--- src/rtl/gtmr_pkg.sv ---
package gtmr_pkg;

    typedef enum logic [1:0] {
        MODE_FREE    = 2'b00,
        MODE_GATE_LO = 2'b01,
        MODE_GATE_HI = 2'b10,
        MODE_CHAIN   = 2'b11
    } gtmr_mode_e;

    localparam logic [3:0] SEL_EXT_EVENT = 4'b1111;

    // Divider exponent for a clock select code; unused codes map to 0.
    function automatic logic [2:0] sel_to_shift(input logic [3:0] sel);
        logic [2:0] sh;
        sh = 3'd0;
        if (sel >= 4'd1 && sel <= 4'd8) begin
            sh = 3'(sel - 4'd1);
        end
        return sh;
    endfunction

endpackage

--- src/rtl/gtmr_prescaler.sv ---
module gtmr_prescaler #(
    parameter int PRESC_W = 7,
    localparam int SHIFT_W = $clog2(PRESC_W + 1)
) (
    input  logic               clk,
    input  logic               rst_n,
    input  logic               run,
    input  logic [SHIFT_W-1:0] shift,
    output logic               tick
);

    typedef struct packed {
        logic [PRESC_W-1:0] phase;
    } presc_st_t;

    presc_st_t st_d, st_q;
    logic [PRESC_W:0]   span;
    logic [PRESC_W-1:0] mask;

    always_comb begin
        span     = (PRESC_W + 1)'(1) << shift;
        mask     = span[PRESC_W-1:0] - PRESC_W'(1);
        tick     = run && ((st_q.phase & mask) == mask);
        st_d     = st_q;
        st_d.phase = run ? st_q.phase + PRESC_W'(1) : '0;
    end

    always_ff @(posedge clk or negedge rst_n) begin
        if (!rst_n) begin
            st_q <= '0;
        end else begin
            st_q <= st_d;
        end
    end

endmodule

--- src/rtl/gtmr_edge_sync.sv ---
module gtmr_edge_sync #(
    parameter int STAGES = 2
) (
    input  logic clk,
    input  logic rst_n,
    input  logic din,
    output logic rise
);

    typedef struct packed {
        logic [STAGES-1:0] sync;
        logic              last;
    } sync_st_t;

    sync_st_t st_d, st_q;

    always_comb begin
        st_d      = st_q;
        st_d.sync = {st_q.sync[STAGES-2:0], din};
        st_d.last = st_q.sync[STAGES-1];
        rise      = st_q.sync[STAGES-1] & ~st_q.last;
    end

    always_ff @(posedge clk or negedge rst_n) begin
        if (!rst_n) begin
            st_q <= '0;
        end else begin
            st_q <= st_d;
        end
    end

endmodule

--- src/rtl/gtmr_counter.sv ---
module gtmr_counter #(
    parameter int CNT_W    = 32,
    parameter int NARROW_W = 16
) (
    input  logic             clk,
    input  logic             rst_n,
    input  logic             enable,
    input  logic             step,
    input  logic             down,
    input  logic             wide,
    input  logic             reload_en,
    input  logic             irq_en,
    input  logic             irq_clear,
    input  logic [CNT_W-1:0] reload_val,
    output logic [CNT_W-1:0] count,
    output logic             irq,
    output logic             halted
);

    typedef struct packed {
        logic [CNT_W-1:0] count;
        logic             irq;
        logic             halted;
    } cnt_st_t;

    cnt_st_t          st_d, st_q;
    logic [CNT_W-1:0] width_mask;
    logic [CNT_W-1:0] reload_m;
    logic [CNT_W-1:0] start_v;
    logic [CNT_W-1:0] term_v;
    logic [CNT_W-1:0] stepped;
    logic             term_hit;

    always_comb begin
        width_mask = wide ? {CNT_W{1'b1}}
                          : {{(CNT_W-NARROW_W){1'b0}}, {NARROW_W{1'b1}}};
        reload_m   = reload_val & width_mask;
        start_v    = down ? reload_m : '0;
        term_v     = down ? '0 : reload_m;
        stepped    = (down ? st_q.count - CNT_W'(1) : st_q.count + CNT_W'(1)) & width_mask;
        term_hit   = 1'b0;
        st_d       = st_q;

        if (!enable) begin
            st_d.count  = start_v;
            st_d.halted = 1'b0;
        end else if (step && !st_q.halted) begin
            if (stepped == term_v) begin
                term_hit = 1'b1;
                if (reload_en) begin
                    st_d.count = start_v;
                end else begin
                    st_d.count  = stepped;
                    st_d.halted = 1'b1;
                end
            end else begin
                st_d.count = stepped;
            end
        end

        st_d.count = st_d.count & width_mask;

        if (irq_clear) begin
            st_d.irq = 1'b0;
        end
        if (term_hit && irq_en) begin
            st_d.irq = 1'b1;
        end
    end

    always_ff @(posedge clk or negedge rst_n) begin
        if (!rst_n) begin
            st_q <= '0;
        end else begin
            st_q <= st_d;
        end
    end

    assign count  = st_q.count;
    assign irq    = st_q.irq;
    assign halted = st_q.halted;

endmodule

--- src/rtl/gated_timer.sv ---
module gated_timer #(
    parameter int CNT_W       = 32,
    parameter int NARROW_W    = 16,
    parameter int PRESC_W     = 7,
    parameter int SYNC_STAGES = 2
) (
    input  logic             clk,
    input  logic             rst_n,
    input  logic [3:0]       cfg_clk_sel,
    input  logic [1:0]       cfg_mode,
    input  logic             cfg_irq_en,
    input  logic             cfg_down,
    input  logic             cfg_wide,
    input  logic             cfg_reload_en,
    input  logic             cfg_enable,
    input  logic [CNT_W-1:0] reload_val,
    input  logic             ext_event,
    input  logic             ext_gate,
    input  logic             irq_clear,
    output logic [CNT_W-1:0] count,
    output logic             irq
);
    import gtmr_pkg::*;

    localparam int SHIFT_W = $clog2(PRESC_W + 1);

    logic [SHIFT_W-1:0] presc_shift;
    logic               presc_tick;
    logic               evt_rise;
    logic               use_ext;
    logic               gate_ok;
    logic               step;
    logic               core_halted;

    always_comb begin
        presc_shift = SHIFT_W'(sel_to_shift(cfg_clk_sel));
        use_ext     = (cfg_clk_sel == SEL_EXT_EVENT);
        case (gtmr_mode_e'(cfg_mode))
            MODE_GATE_LO: gate_ok = ~ext_gate;
            MODE_GATE_HI: gate_ok = ext_gate;
            default:      gate_ok = 1'b1;
        endcase
        step = (use_ext ? evt_rise : presc_tick) & gate_ok;
    end

    gtmr_prescaler #(
        .PRESC_W (PRESC_W)
    ) i_prescaler (
        .clk   (clk),
        .rst_n (rst_n),
        .run   (cfg_enable),
        .shift (presc_shift),
        .tick  (presc_tick)
    );

    gtmr_edge_sync #(
        .STAGES (SYNC_STAGES)
    ) i_event_sync (
        .clk   (clk),
        .rst_n (rst_n),
        .din   (ext_event),
        .rise  (evt_rise)
    );

    gtmr_counter #(
        .CNT_W    (CNT_W),
        .NARROW_W (NARROW_W)
    ) i_core (
        .clk        (clk),
        .rst_n      (rst_n),
        .enable     (cfg_enable),
        .step       (step),
        .down       (cfg_down),
        .wide       (cfg_wide),
        .reload_en  (cfg_reload_en),
        .irq_en     (cfg_irq_en),
        .irq_clear  (irq_clear),
        .reload_val (reload_val),
        .count      (count),
        .irq        (irq),
        .halted     (core_halted)
    );

endmodule

--- config.mk ---
export PLATFORM = sky130hd
export DESIGN_NAME = gated_timer
export DESIGN_NICKNAME = d
export VERILOG_FILES = /design/src/rtl/gtmr_pkg.sv /design/src/rtl/gtmr_prescaler.sv /design/src/rtl/gtmr_edge_sync.sv /design/src/rtl/gtmr_counter.sv /design/src/rtl/gated_timer.sv
export SDC_FILE = /design/constraint.sdc
export NUM_CORES = 1
export LEC_CHECK = 0
export ABC_CLOCK_PERIOD_IN_PS = 6000
export BUFFER_PORTS_ARGS = -buffer_cell sky130_fd_sc_hd__buf_2
export CAP_MARGIN = 20
export CELL_PAD_IN_SITES_DETAIL_PLACEMENT = 1
export CELL_PAD_IN_SITES_GLOBAL_PLACEMENT = 1
export CORE_ASPECT_RATIO = 1.1
export CORE_MARGIN = 2
export CORE_UTILIZATION = 44
export CTS_BUF_LIST = sky130_fd_sc_hd__clkbuf_4 sky130_fd_sc_hd__clkbuf_8
export DETAILED_ROUTE_END_ITERATION = 7
export PLACE_DENSITY = 0.88
export SLEW_MARGIN = 20
export SYNTH_ARGS = -nofsm -noshare
export SYNTH_HDL_FRONTEND = slang
export SYNTH_SLANG_ARGS = --single-unit
--- constraint.sdc ---
create_clock -name clk -period 6 [get_ports clk]
set_clock_uncertainty 0.05 [all_clocks]
set_input_delay 0.3 -clock clk [delete_from_list [all_inputs] [get_ports clk]]
set_output_delay 0.3 -clock clk [all_outputs]
set_load 0.1 [all_outputs]
==> Word level (Yosys, flattened, before mapping) <==
Cells that the tools add are included.
{ "totals": {"regBits": 44, "word_cells": 58} }
{ "op_classes": {"add_sub_neg": 5, "n_lt_le_gt_ge": 2, "n_eq_ne": 8, "shifts": 1, "muxes": 21, "n_bitwise": 8, "n_reduce_logical": 7} }
{ "op_table": {"columns": ["cell", "count"], "rows": [
  ["2-to-1 mux 32 bit", 8],
  ["bitwise AND 32 bit", 3],
  ["adder 32 x 1 -> 32 bit (second input constant)", 1],
  ["== test 32 bit", 1],
  ["subtractor 32 x 1 -> 32 bit (second input constant)", 1],
  ["2-to-1 mux 1 bit", 10],
  ["adder 7 x 1 -> 7 bit (second input constant)", 1],
  ["bitwise AND 7 bit", 1],
  ["== test 7 bit", 1],
  ["2-to-1 mux 7 bit", 1],
  ["<< shifter 1 x 3 -> 7 bit (first input constant)", 1],
  ["subtractor 7 x 1 -> 7 bit (second input constant)", 1],
  ["== test 4 bit (second input constant)", 1],
  ["greater-or-equal comparator 4 x 1 -> 1 bit (second input constant)", 1],
  ["<= comparator 4 bit (second input constant)", 1],
  ["logical AND 1 bit", 4],
  ["inequality test 2 x 1 -> 1 bit (second input constant)", 2],
  ["2-to-1 mux 3 bit", 1],
  ["AND reduction 3 bit", 1],
  ["subtractor 3 x 1 -> 3 bit (second input constant)", 1],
  ["bitwise AND 1 bit", 2],
  ["== test 2 x 1 -> 1 bit (second input constant)", 1],
  ["== test 2 bit (second input constant)", 1],
  ["inequality test 2 bit (second input constant)", 1],
  ["4 further kinds", 5]
]} }

==> Depth between registers and ports, before layout <==
Gate-level depths: netlist (run 1).
{ "depth": {"word_depth": 15, "mapped_depth": 18, "ltp_nobuf": 17} }

==> Modules after synthesis <==
From an unflattened synthesis (run 1), not the netlist that was laid out.
{ "hier_totals": {"cells_unflattened": 759, "hier_area_um2": 5809.3} }
{ "by_module_without_submodules": {"columns": ["mod", "n_inst", "cells_per_inst", "area_each_um2", "seq_area_each_um2"], "rows": [
  ["gtmr_counter", 1, 697, 5180.0, 850.8],
  ["gtmr_prescaler", 1, 37, 360.3, 175.2],
  ["gated_timer", 1, 21, 180.2, 0.0],
  ["gtmr_edge_sync", 1, 4, 88.8, 75.1]
]} }

==> Least setup slack after synthesis (run 1) <==
Ideal clock, no wire load.
{ "synth_path": {"path_type": "register to register", "startpoint": "register i_core.st_q (netlist bit i_core.count[0])", "endpoint": "register i_core.st_q (netlist bit i_core.count[23])", "setup_time_ns": 0.104, "arrival_time_ns": 4.973, "t_required_ns": 5.846, "slack_ns": 0.874, "path_stages_with_launch": 16, "path_buffers": 1, "synth_period_minus_slack_ns": 5.126, "cell_sequence": "dfrtp_1 inv_1 fa_1 nand4bb_1 a2bb2oi_1 a221o_1 a211o_1 a2111o_1 nor4_2 o2111ai_1 a2111oi_2 and4_1 nor4b_4 buf_6 mux2_2 a221oi_1"} }
{ "synth_lines": {"columns": ["element", "line", "rtl"], "rows": [
  ["from (decl)", "gtmr_counter.sv:26", "cnt_st_t st_d, st_q;"],
  ["from (signal assigned)", "gtmr_counter.sv:75", "st_q <= st_d;"]
]} }

==> flow_results.org, run 1 <==
** Die
- The core region is 0.01259 sq mm.
- Boundary pin count :: 81
- Die boundary height :: 122.9 microns
- The die covers 0.01378 sq mm.
- After floorplanning, the core was divided into 43 placement rows.
- The floorplan step set the die width to 112.1 microns.
- Once the floorplan was initialized, standard cells occupied 44.94% of the core.

** STA
- The max-slew violation total from the final report is 0.
- Final Hold Fails :: 0
- The clock period could shrink to 5041 ps.
- Setup repair after global routing left no endpoint under its margin.
- For the final routed database, the setup TNS stands at 0 ps.
- Period Utilization, post-route :: 84.02%
- Slew Limit Headroom :: 49.08%
- Transition time at the pin with the least slew margin :: 763.0 ps
- Highest clock rate :: 198.4 MHz
- Worst Hold Slack :: 26.69 ps
- Setup violations remaining at the end of the flow were counted as 0.

** GRT
- Antenna violations before repair :: 0
- Largest net degree at the start of global routing :: 45
- The first global-routing pass estimated 34020 microns of wire.
- Total global routing track utilization :: 30.90%
- After global routing the overflow that remains totals 0.
- Number of global-route vias before repair :: 6493

** Worst setup path
- The largest single stage delay on the critical path is 640 ps.
- Start point of the critical path :: cfg_down
- Cell type of the slowest stage on the worst timing path :: sky130_fd_sc_hd__or4_1
- The critical path crosses 15 cells after its start point.
- For the worst flop-to-flop path, the logic depth is 14.
- Worst setup path endpoint :: i_core.count[18]
- Startpoint type of the worst setup path :: primary input
- The startpoint identified for the worst register-to-register timing path is i_core.count[0].
- Buffering stage count on the worst path with inverters included :: 3
- The endpoint identified for the worst register-to-register timing path is i_core.count[18].
- Largest fanout on the critical path :: 29
- Start-to-end type of the worst setup path :: in -> reg
- Element type at the critical path end :: flip-flop
- STA puts the critical path data arrival time at 5200 ps.
- The worst register-to-register path has a setup slack of 1000 ps.
- Critical path, cell by cell :: buf_2 -> buf_4 -> ha_1 -> a21oi_1 -> o21ai_0 -> a21oi_1 -> a211oi_1 -> o21a_1 -> a221oi_1 -> nand4_1 -> or4_1 -> nor4b_4 -> buf_4 -> mux2_2 -> a221oi_1
- On the critical path the largest part of the delay comes from compound AO/OA/AOI/OAI gates.
- Required time worst endpoint :: 6160 ps

** Pwr
- Power density over cell area :: 233.5 mW/mm^2
- Leakage :: 0.002686 uW
- Max IR drop VDD :: 0.1435 mV

** Detailed routing
- In the routed layout, each cell is associated on average with a via count of 6.657.
- Total Routed Length :: 21560 microns
- Wire length per cell :: 22.82 microns
- TritonRoute pass-1 iters :: 5
- DRC errors left :: 0
- Post-DRT Antenna Nets :: 0
- Via count :: 6291
- Count of routing violations after the opening detailed-route iteration :: 372

** Placement
- Dpl hpwl :: 16970 microns
- The placed instances occupy a cell area of 0.006113 sq mm.
- In this run, placement finished with an instance count of 936.
- The congestion estimate from routability-driven global placement came to 1.041.
- Count of buffers from port buffering :: 80

** Yosys
- EDFF count, synth :: 0
- Number of synthesis warnings :: 0
- After synthesis the netlist holds a flip-flop and latch count of 44.
- Ys async rst share :: 100.0%
- Mapped cell area :: 0.005658 sq mm
- Leading register cell type out of synthesis :: sky130_fd_sc_hd__dfrtp_1
- Synthesized netlist net count :: 819
- The synthesized netlist contains 82 unique library cells.
- In this run the mean area of a mapped cell was 7.719 sq um.
- Portion of the post-synthesis area used by sequential elements :: 19.46%
- After technology mapping, the gate count stands at 733.

** Clock tree
- The clock reaches the later pin of the worst-skew pair after 330 ps.
- Clock transition time at the flip-flop clock pins of the worst setup and hold paths :: 100 ps
- Root cell of the clock tree :: sky130_fd_sc_hd__clkbuf_8
- The clock drives 44 sinks.
- No sink is reached through more buffers than the 2 on the longest clock path.
- The H-tree was split into 2 levels.
- TritonCTS built the clock tree.
- Resized Gates After CTS :: 0
- Number of buffers inserted during clock tree synthesis :: 5

** Min path
- HP Class :: in -> reg

** Cells and area
- # diodes :: 0
- Count of nets after finishing :: 873
- Relative to the synthesized area, the layout overhead comes to 10.48%.
- After routing the design area is 0.006251 sq mm.
- Layout cells sized above 1 :: 18.02%
- Non-filler cells in the finished layout :: 945

** Flow run
- Max-cap violations :: 0

** Run status
- The run finished with clean final reports.
==> registers in the layout, summed over array words and instances, names as in the netlist <==
register / cells
i_core.count: 32
i_prescaler.st_q: 7
i_event_sync.st_d: 2
i_core.halted: 1
i_core.irq: 1
i_event_sync.st_q: 1
==> routing by layer <==
metal  up-vias  track usage (%)  part of all wire [%]
met5         -                0                     0
met4         0            20.50                   7.3
met3        94            4.559                   5.5
met2       287            54.14                    49
met1      3076            35.17                    39
li1       2834                -                     -
==> layout by cell type, fill, tap and decap left out, types with 4 or more instances in the layout <==
| master | count |
|---|---|
| sky130_fd_sc_hd__a211oi_1 | 9 |
| sky130_fd_sc_hd__a21o_1 | 9 |
| sky130_fd_sc_hd__a21oi_1 | 41 |
| sky130_fd_sc_hd__a221oi_1 | 14 |
| sky130_fd_sc_hd__a22o_1 | 6 |
| sky130_fd_sc_hd__a22oi_1 | 13 |
| sky130_fd_sc_hd__a31oi_1 | 5 |
| sky130_fd_sc_hd__and2_1 | 11 |
| sky130_fd_sc_hd__and3_1 | 8 |
| sky130_fd_sc_hd__buf_2 | 79 |
| sky130_fd_sc_hd__buf_4 | 9 |
| sky130_fd_sc_hd__clkbuf_8 | 5 |
| sky130_fd_sc_hd__dfrtp_1 | 44 |
| sky130_fd_sc_hd__ha_1 | 37 |
| sky130_fd_sc_hd__inv_1 | 17 |
| sky130_fd_sc_hd__mux2_2 | 22 |
| sky130_fd_sc_hd__mux2i_1 | 12 |
| sky130_fd_sc_hd__nand2_1 | 94 |
| sky130_fd_sc_hd__nand2b_1 | 8 |
| sky130_fd_sc_hd__nand3_1 | 20 |
| sky130_fd_sc_hd__nand3b_1 | 4 |
| sky130_fd_sc_hd__nand4_1 | 14 |
| sky130_fd_sc_hd__nor2_1 | 65 |
| sky130_fd_sc_hd__nor2b_1 | 7 |
| sky130_fd_sc_hd__nor3_1 | 11 |
| sky130_fd_sc_hd__nor3b_1 | 6 |
| sky130_fd_sc_hd__nor4_1 | 5 |
| sky130_fd_sc_hd__o2111ai_1 | 4 |
| sky130_fd_sc_hd__o211ai_1 | 7 |
| sky130_fd_sc_hd__o21a_1 | 14 |
| sky130_fd_sc_hd__o21ai_0 | 42 |
| sky130_fd_sc_hd__o21ai_1 | 8 |
| sky130_fd_sc_hd__o221ai_1 | 4 |
| sky130_fd_sc_hd__o22ai_1 | 4 |
| sky130_fd_sc_hd__o31ai_1 | 4 |
| sky130_fd_sc_hd__or2_2 | 5 |
| sky130_fd_sc_hd__or3_1 | 7 |
| sky130_fd_sc_hd__xnor2_1 | 26 |
| sky130_fd_sc_hd__xor2_1 | 20 |
==> through the flow <==
stage                     worst slack (ps)  power (uW)  util (%)
after floorplan                      873.6       966.7         -
after detailed placement             690.1        1189     48.56
after global placement               917.2        1155     48.56
after global routing                 624.3        1529     49.65
final                                958.8        1460     49.65
after CTS                            996.6        1445     49.47
==> area by class of cell <==
| type | instances | area, sq um |
|---|---|---|
| Clock buffer | 5 | 68.82 |
| Clock inverter | 3 | 46.29 |
| Fill cell | 1628 | 6339 |
| Inverter | 19 | 71.32 |
| Multi-Input combinational cell | 628 | 4294 |
| Sequential cell | 44 | 1101 |
| Tap cell | 157 | 196.4 |
| Timing Repair Buffer | 89 | 473.0 |
==> worst min-delay path by stage <==
stage	startpoint	to	slack, ps	cells after the start
final	ext_event	i_event_sync.st_d[2]	30	1
after global routing	ext_event	i_event_sync.st_d[2]	20	1
after CTS	ext_event	i_event_sync.st_d[2]	30	1
after detailed placement	i_event_sync.st_d[2]	i_event_sync.st_d[0]	290	0
after global placement	i_event_sync.st_d[2]	i_event_sync.st_d[0]	280	0
after floorplan	rst_n	i_core.count[0]	-50	0
==> where the power goes <==
| part | switching [uW] | internal (uW) |
|---|---|---|
| combinational | 579 | 272 |
| sequential | 31.8 | 319 |
| clock | 131 | 126 |
| total | 742 | 718 |
==> cell families after synthesis <==
| family | Yosys count | synth area share (%) |
|---|---|---|
| AO/OA/AOI/OAI | 223 | 27.53 |
| XOR/XNOR | 48 | 7.917 |
| adder cells (fa/ha/maj) | 38 | 8.536 |
| buffers and inverters | 61 | 4.931 |
| flip-flops | 44 | 19.46 |
| multiplexers | 35 | 6.767 |
| AND/OR/NAND/NOR | 284 | 24.86 |
==> synth_stat cells, drive strengths merged, types with 4 or more instances <==
cell type,n,area share [%]
inv,18,1.2
buf,20,2.2
nand3,20,1.8
and2,11,1.2
a21oi,42,3.8
o211ai,7,0.93
dfrtp,44,19
nand2,94,6.2
xor2,20,3.1
mux2,23,4.6
o22ai,4,0.44
o31ai,4,0.53
clkbuf,22,1.5
o21ai,51,4.6
nor3,12,1.1
a31oi,6,0.77
ha,37,8.2
nand2b,8,0.88
nor2b,8,1.0
nor4,7,0.88
a21o,9,1.2
nand3b,4,0.53
nor4b,4,0.88
o221ai,4,0.62
o2111ai,4,0.62
and3,8,0.88
or2,5,0.55
nor2,68,4.6
or3,7,0.77
a22oi,13,1.7
xnor2,26,4.0
nand4,14,1.5
a211oi,12,1.9
mux2i,12,2.1
a22o,6,0.93
nor3b,6,0.80
o21a,14,1.9
a221oi,14,2.2
==> repair_timing <==
item,CTS,global route
endpoints found under the hold margin,0,44
hold buffers,0,1
buffers inserted,0,0
No activity file was read; power rests on OpenSTA's default activity.
==> inputs of run 2 (changes only) <==
--- a/config.mk
+++ b/config.mk
@@ -5,7 +5,7 @@
 export SDC_FILE = /design/constraint.sdc
 export NUM_CORES = 1
 export LEC_CHECK = 0
-export ABC_CLOCK_PERIOD_IN_PS = 6000
+export ABC_CLOCK_PERIOD_IN_PS = 4700
 export BUFFER_PORTS_ARGS = -buffer_cell sky130_fd_sc_hd__buf_2
 export CAP_MARGIN = 20
 export CELL_PAD_IN_SITES_DETAIL_PLACEMENT = 1
==> constraint.sdc (replaced) <==
create_clock -name clk -period 4.7 [get_ports clk]
set_clock_uncertainty 0.05 [all_clocks]
set_input_delay 0.235 -clock clk [delete_from_list [all_inputs] [get_ports clk]]
set_output_delay 0.235 -clock clk [all_outputs]
set_load 0.1 [all_outputs]
==> run 2 against run 1 <==
Against the previous run:
- combinational power up 47%
- clock power up 32%
- first-iteration DRC count up 30%
- critical endpoint is now i_core.count[28]
- die area unchanged
- sequential share of layout area down 1.5 points
- total power up 40%
- sequential cell count unchanged
- critical path depth down 1
==> flow_results.org, run 2 (synthesis results as in run 1) <==
** Worst setup path
- Of all nets on the critical path, the largest fanout is 10.
- Startpoint of the most critical register-to-register path :: i_core.count[4]
- Cell family with the largest share of critical-path delay :: simple AND/OR/NAND/NOR gates
- Arrival time of data at the critical path endpoint :: 4840 ps
- Cell type of the slowest stage on the worst timing path :: sky130_fd_sc_hd__or4_1
- The endpoint identified for the worst register-to-register timing path is i_core.count[28].
- Data on the critical path is required at its endpoint by 4860 ps.
- Start-to-end type of the worst setup path :: reg -> reg
- Buffering stage count on the worst path with inverters included :: 2
- STA classifies the critical path startpoint as a flip-flop.
- Counting cells, the worst reg-to-reg path comes to 14.
- Critical path, cell by cell :: ha_1 -> a21oi_1 -> o21ai_1 -> a41o_2 -> xnor2_1 -> o22ai_1 -> nor4b_2 -> nand4_1 -> or4_1 -> nor4b_4 -> buf_6 -> buf_8 -> mux2_2 -> a221oi_1
- Reg-to-reg slack, setup :: 20 ps
- The worst setup path is captured at a flip-flop.
- Largest incremental delay on the critical path :: 660 ps

** Die
- Measured along the y axis, the die boundary spans 122.9 microns.
- The floorplan has 43 rows.
- The die is 112.1 microns wide.
- Boundary pin count :: 81
- In this run the standard cell core region covers 0.01259 sq mm.
- Area of the die :: 0.01378 sq mm
- Once the floorplan was initialized, standard cells occupied 44.94% of the core.

** Clock tree
- Number of buffers inserted during clock tree synthesis :: 5
- CTS placed an instance of sky130_fd_sc_hd__clkbuf_8 at the clock tree root.
- TritonCTS clock tree :: yes
- CTS H-Tree Depth :: 2
- The longest clock path from root to sink contains 2 buffers.
- The later pin in the worst-skew pair is clocked with a latency of 330 ps.
- Number of clock sinks :: 44
- After clock tree synthesis, the clock-pin slew on the worst setup and hold paths is 100 ps.

** Flow run
- Max-cap violations :: 0

** Placement
- GPL Wtd Cong :: 1.001
- Detailed placement ended at an HPWL of 18220 microns.
- The number of placed instances, taps included, is 993.
- Count of buffers from port buffering :: 80
- At the placement stage, the worst setup path has a slack of -193.9 ps.

** Cells and area
- Total area of multi-input combinational cells :: 0.004419 sq mm
- Commonest non-fill, non-tap cells in the layout :: sky130_fd_sc_hd__nand2_1 (94), sky130_fd_sc_hd__buf_2 (79), sky130_fd_sc_hd__buf_4 (69)
- # diodes :: 0
- FF/Latch Area :: 0.001131 sq mm
- Final-layout fill cell count :: 1606
- Layout cells sized above 1 :: 28.74%
- The final layout contains 941 nets.
- Non-filler cells in the finished layout :: 1013
- Max FFs per register :: 32
- Synth-to-Final Area Change :: 23.68%
- Commonest non-fill, non-tap cell in the layout :: sky130_fd_sc_hd__nand2_1

** Detailed routing
- Wire length per cell :: 24.20 microns
- The first TritonRoute pass finished after 7 iterations.
- In this run the remaining antenna-violating nets after routing total 0.
- DR vias/cell :: 6.500
- Total Routed Length :: 24520 microns
- The routed layout has 6584 vias.
- DRC errors left :: 0
- For this block, the initial DRC count from the detailed router was 484.

** STA
- Period Utilization, post-route :: 99.63%
- The final-report hold violation count came to 0.
- Final setup margin :: 17.46 ps
- The max-slew violation total from the final report was 0.
- Transition time at the pin with the least slew margin :: 799.4 ps
- Highest clock rate :: 213.6 MHz
- Post-layout min period :: 4683 ps
- Final Setup Violations :: 0
- Slew Limit Headroom :: 46.71%
- Unrepaired setup endpoints after global routing :: true

** Pwr
- Overall Power :: 2043 uW
- In this run the power density over the cells is 292.0 mW/mm^2.
- VDD sags by at most 0.1644 mV.
- Summed over all cells, the static leakage comes to 0.003032 uW.

** GRT
- The total overflow left after global routing is 0.
- First-pass GRT wire length :: 36880 microns
- Global routing used 33.99% of the available tracks across all layers.
- Entering global routing, the biggest net connects 45 pins.
- The initial antenna violation count came to 0.
- Number of global-route vias before repair :: 6885

** Min path
- End point of the worst hold path :: i_core.irq
- HP Class :: in -> reg
- In this run the most critical hold path is launched from irq_clear.
- Worst Hold Path Cells :: 2

** Run status
- Outcome :: finished clean
run 2: cell count changes in the layout (fill, tap and decap cells not counted), moves of 6 or more:
cell,before,now
sky130_fd_sc_hd__buf_4,9,69
sky130_fd_sc_hd__dfrtp_1,44,22
sky130_fd_sc_hd__o21ai_0,42,36
sky130_fd_sc_hd__a221oi_1,14,5
sky130_fd_sc_hd__dfrtp_2,0,21
sky130_fd_sc_hd__a221oi_2,0,9
run 2: worst max-delay path by stage:
| stage | startpoint | endpoint | slack [ps] | cells past startpoint |
|---|---|---|---|---|
| floorplan | i_core.count[7] | i_core.count[23] | 6 | 14 |
| global placement | i_core.count[0] | i_core.count[30] | -70 | 15 |
| detailed placement | i_core.count[0] | i_core.count[18] | -190 | 15 |
| CTS | i_core.count[0] | i_core.count[30] | 20 | 16 |
| global route | i_core.count[21] | i_core.count[28] | -190 | 14 |
| finish | i_core.count[4] | i_core.count[28] | 20 | 14 |
run 2: where the power goes:
group          switching (uW)  internal [uW]
sequential               41.3            412
combinational             805            445
clock                     166            175
run 2: stage by stage:
stage / util (%) / instance area (sq um) / hold slack, ps / TNS [ps]
after floorplan: - / 5689 / -110.6 / 0
after global placement: 52.49 / 6609 / 285.6 / -463.9
after detailed placement: 52.49 / 6609 / 289.5 / -1937
after CTS: 54.07 / 6808 / 64.70 / 0
after global routing: 55.59 / 6998 / 84.58 / -1038
final: 55.59 / 6998 / 65.39 / 0
run 2: layer usage:
| metal | GRT usage, % | wire length [microns] | part of all wire [%] | vias up |
|---|---|---|---|---|
| li1 | - | - | - | 2969 |
| met1 | 37.95 | 9358 | 38 | 3190 |
| met2 | 60.77 | 11840 | 48 | 310 |
| met3 | 4.706 | 1324 | 5.4 | 115 |
| met4 | 22.41 | 1996 | 8.1 | 0 |
| met5 | 0 | 0 | 0 | - |
run 2: cell type report:
| cell class | count | share of cell area (%) |
|---|---|---|
| Multi-Input combinational cell | 628 | 63.15 |
| Sequential cell | 44 | 16.16 |
| Timing Repair Buffer | 157 | 15.09 |
| Tap cell | 157 | 2.807 |
| Clock buffer | 6 | 1.180 |
| Inverter | 19 | 1.055 |
| Clock inverter | 2 | 0.5543 |
run 2: worst register-to-register path, delay by kind of cell, from the launching register on:
family          cells  cell delay [ps]
fa+ha+maj           1              370
compound gates      5             1370
xor+xnor            1              280
buf+inv             2              300
mux                 1              350
simple gates        4             1400
flops               1              440
run 2: repair_timing:
item | in CTS | in global routing
endpoints found under the setup margin | 20 | 30
setup buffers | 3 | 6
gates cloned | 1 | 1
endpoints found under the hold margin | 1 | 44
hold buffers | 1 | 1
pin swaps | 4 | 9
gates resized for setup | 4 | 30
==> inputs of run 3 (changes only) <==
--- a/config.mk
+++ b/config.mk
@@ -6,15 +6,15 @@
 export NUM_CORES = 1
 export LEC_CHECK = 0
 export ABC_CLOCK_PERIOD_IN_PS = 4700
-export BUFFER_PORTS_ARGS = -buffer_cell sky130_fd_sc_hd__buf_2
 export CAP_MARGIN = 20
 export CELL_PAD_IN_SITES_DETAIL_PLACEMENT = 1
 export CELL_PAD_IN_SITES_GLOBAL_PLACEMENT = 1
 export CORE_ASPECT_RATIO = 1.1
 export CORE_MARGIN = 2
-export CORE_UTILIZATION = 44
+export CORE_UTILIZATION = 49
 export CTS_BUF_LIST = sky130_fd_sc_hd__clkbuf_4 sky130_fd_sc_hd__clkbuf_8
 export DETAILED_ROUTE_END_ITERATION = 7
+export DONT_BUFFER_PORTS = 1
 export PLACE_DENSITY = 0.88
 export SLEW_MARGIN = 20
 export SYNTH_ARGS = -nofsm -noshare
==> run 3 against run 2 <==
Against the previous run:
- count of clock-buffer cells in the layout unchanged
- combinational power decreased by 9%
- clock power increased by 1%
- via count decreased by 3.8%
- utilization increased by 1.6 points
- total power decreased by 6.2%
- cell count decreased by 9.6%
==> flow_results.org, run 3 (synthesis results as in run 1) <==
** Detailed routing
- For this run, design rule violations remaining after detail routing come to 0.
- Once detail routing completed, the nets flagged for antenna violations numbered 0.
- Wire length per cell :: 25.01 microns
- In the detailed route, the total length drawn on met3 is 1719 microns.
- For this run, the detailed router's first-pass iteration total came to 5.
- Routed wl met2 :: 10860 microns
- Via count :: 6337
- Met1 wire length :: 8445 microns
- Total Routed Length :: 22910 microns
- Signal routing reaches up to met4.
- After detailed routing, the number of vias per cell comes to 6.918.
- Count of routing violations after the opening detailed-route iteration :: 366

** Flow run
- Max-cap violations in this run came to 0.

** Min path
- The worst hold path belongs to the class in -> reg.
- Worst hold start :: reload_val[1]
- Worst Hold Path Cells :: 2
- End point of the worst hold path :: i_core.count[1]

** STA
- Final setup margin :: 83.26 ps
- At the pin with the least slew margin, the transition time is 903.7 ps.
- Setup TNS after final layout :: 0 ps
- Final Hold Fails :: 0
- The max-slew violation total from the final report was 0.
- Measured against its own limit, the worst slew margin works out to 39.75%.
- Hold timing on the final database bottoms out at a slack of 7.040 ps.
- The final critical path takes up 98.23% of the cycle.
- Setup violations remaining at the end of the flow were counted as 0.
- The routed design could run at a clock period as short as 4617 ps.
- Unrepaired setup endpoints after global routing :: true
- Highest clock rate :: 216.6 MHz

** Worst setup path
- Endpoint of the worst-slack reg-to-reg timing path :: i_core.count[30]
- For this design, the slowest cell found on the critical path is sky130_fd_sc_hd__ha_1.
- For this run, the slowest stage of the critical path takes 480 ps.
- The cell family contributing the most delay on the critical path is simple AND/OR/NAND/NOR gates.
- For flop-to-flop paths, the worst setup slack is 80 ps.
- The startpoint identified for the worst register-to-register timing path is i_core.count[15].
- Critical path, cell by cell :: ha_1 -> nand4_1 -> nor3_1 -> nor4_1 -> mux2_2 -> a2111o_1 -> nor4_4 -> o2111ai_2 -> a2111oi_2 -> and4_1 -> nor4b_4 -> buf_6 -> mux2_2 -> a221oi_2
- Most used cell along the critical path :: sky130_fd_sc_hd__mux2_2
- The worst setup path is captured at a flip-flop.
- For the worst setup path, the data arrival time is 4790 ps.
- Largest fanout on the critical path :: 10
- Buffering stage count on the worst path with inverters included :: 1
- R2R depth :: 14
- Start-to-end type of the worst setup path :: reg -> reg
- Startpoint type of the worst setup path :: flip-flop
- At the worst endpoint, the required time is 4870 ps.

** Die
- The initialized floorplan defines 41 standard-cell rows.
- Measured along the y axis, the die boundary spans 116.7 microns.
- Boundary pin count :: 81
- Once the floorplan was initialized, standard cells occupied 49.68% of the core.
- The floorplan step set the die width to 106.5 microns.
- The total area inside the core boundary comes to 0.01139 sq mm.
- Area of the die :: 0.01242 sq mm

** Pwr
- In this run the static leakage power is 0.002644 uW.
- Max IR drop VDD :: 0.1555 mV
- Power density over cell area :: 294.2 mW/mm^2

** GRT
- Total global routing track utilization :: 36.20%
- Number of global-route vias before repair :: 6724
- Antenna violations before repair :: 0
- The first global-routing pass estimated 35080 microns of wire.
- Largest net degree at the start of global routing :: 69
- For this run the aggregate overflow at the end of global routing stands at 0.

** Cells and area
- 0 antenna diodes ended up in the layout.
- Synth-to-Final Area Change :: 15.15%
- In the final layout, the share of cells above drive strength 1 is 20.89%.
- Count of nets after finishing :: 851
- Non-filler cells in the finished layout :: 916
- The library cell used most frequently in the layout, excluding fill and tap cells, is sky130_fd_sc_hd__nand2_1.
- Cells fill 57.21% of the core in the end.
- The register with the most flip-flops in the layout has 32 of them.
- Commonest non-fill, non-tap cells in the layout :: sky130_fd_sc_hd__nand2_1 (94), sky130_fd_sc_hd__nor2_1 (67), sky130_fd_sc_hd__buf_4 (55)
- After filler insertion, the fill cell instance count of the layout stands at 1412.

** Placement
- The congestion estimate from routability-driven global placement came to 1.028.
- Prior to clock tree synthesis, the placed netlist has a worst setup slack of -15.63 ps.
- The HPWL after detailed placement is 16820 microns.
- The count of buffers added on input and output ports is 0.
- After detailed placement, the design holds a cell count of 892.

** Run status
- Outcome :: finished clean

** Clock tree
- Counting along the longest clock path gives a buffer depth of 2.
- CTS H-Tree Depth :: 2
- Clock latency reported for the late side of the worst-skew pair :: 330 ps
- Number of buffers inserted during clock tree synthesis :: 5
- TritonCTS clock tree :: yes
- Clock transition time at the flip-flop clock pins of the worst setup and hold paths :: 110 ps
- The tree is rooted in a sky130_fd_sc_hd__clkbuf_8.
- Number of clock sinks :: 44
run 3: per-stage QoR:
stage	instance area (sq um)	total power [uW]
floorplan	5689	1239
global placement	6070	1455
detailed placement	6070	1494
CTS	6322	1854
global route	6515	1996
finish	6515	1917
run 3: layout make-up:
class,count,area (sq um),share of cell area [%]
clock inverters,2,38.79,0.5954
multi-input cells,628,4427,67.95
well taps,150,187.7,2.881
repair buffers,67,574.3,8.815
inverters,19,73.82,1.133
clock buffers,6,82.58,1.268
flip-flops and latches,44,1131,17.36
run 3: worst max path at each step:
stage | cells past startpoint | slack (ps) | to | startpoint
6_report | 14 | 80 | i_core.count[30] | i_core.count[15]
5_1_grt | 16 | -30 | i_core.count[8] | i_core.count[15]
4_1_cts | 16 | 20 | i_core.count[2] | i_core.count[0]
3_5_place_dp | 15 | -20 | i_core.count[30] | i_core.count[0]
3_3_place_gp | 15 | 180 | i_core.count[30] | i_core.count[0]
2_1_floorplan | 14 | 6 | i_core.count[23] | i_core.count[7]
run 3: per-layer routing:
layer | up-vias | GRT usage [%]
li1 | 2785 | -
met1 | 3090 | 39.62
met2 | 340 | 62.95
met3 | 122 | 7.422
met4 | 0 | 25.89
met5 | - | 0
run 3: repair_timing:
action                                 4_1_cts  5_1_grt
endpoints found under the hold margin       49        0
gates resized for setup                      4       37
hold buffers                                 7        0
pin swaps                                    2        3
setup endpoints to repair                   16       28
gates cloned                                 1        0
buffers inserted                             3        5
run 3: power by group:
part	leakage, uW	switching [uW]	internal, uW
clock	0.0000614	169	175
sequential	0.000544	25.5	412
combinational	0.00204	752	383
total	0.00264	947	969
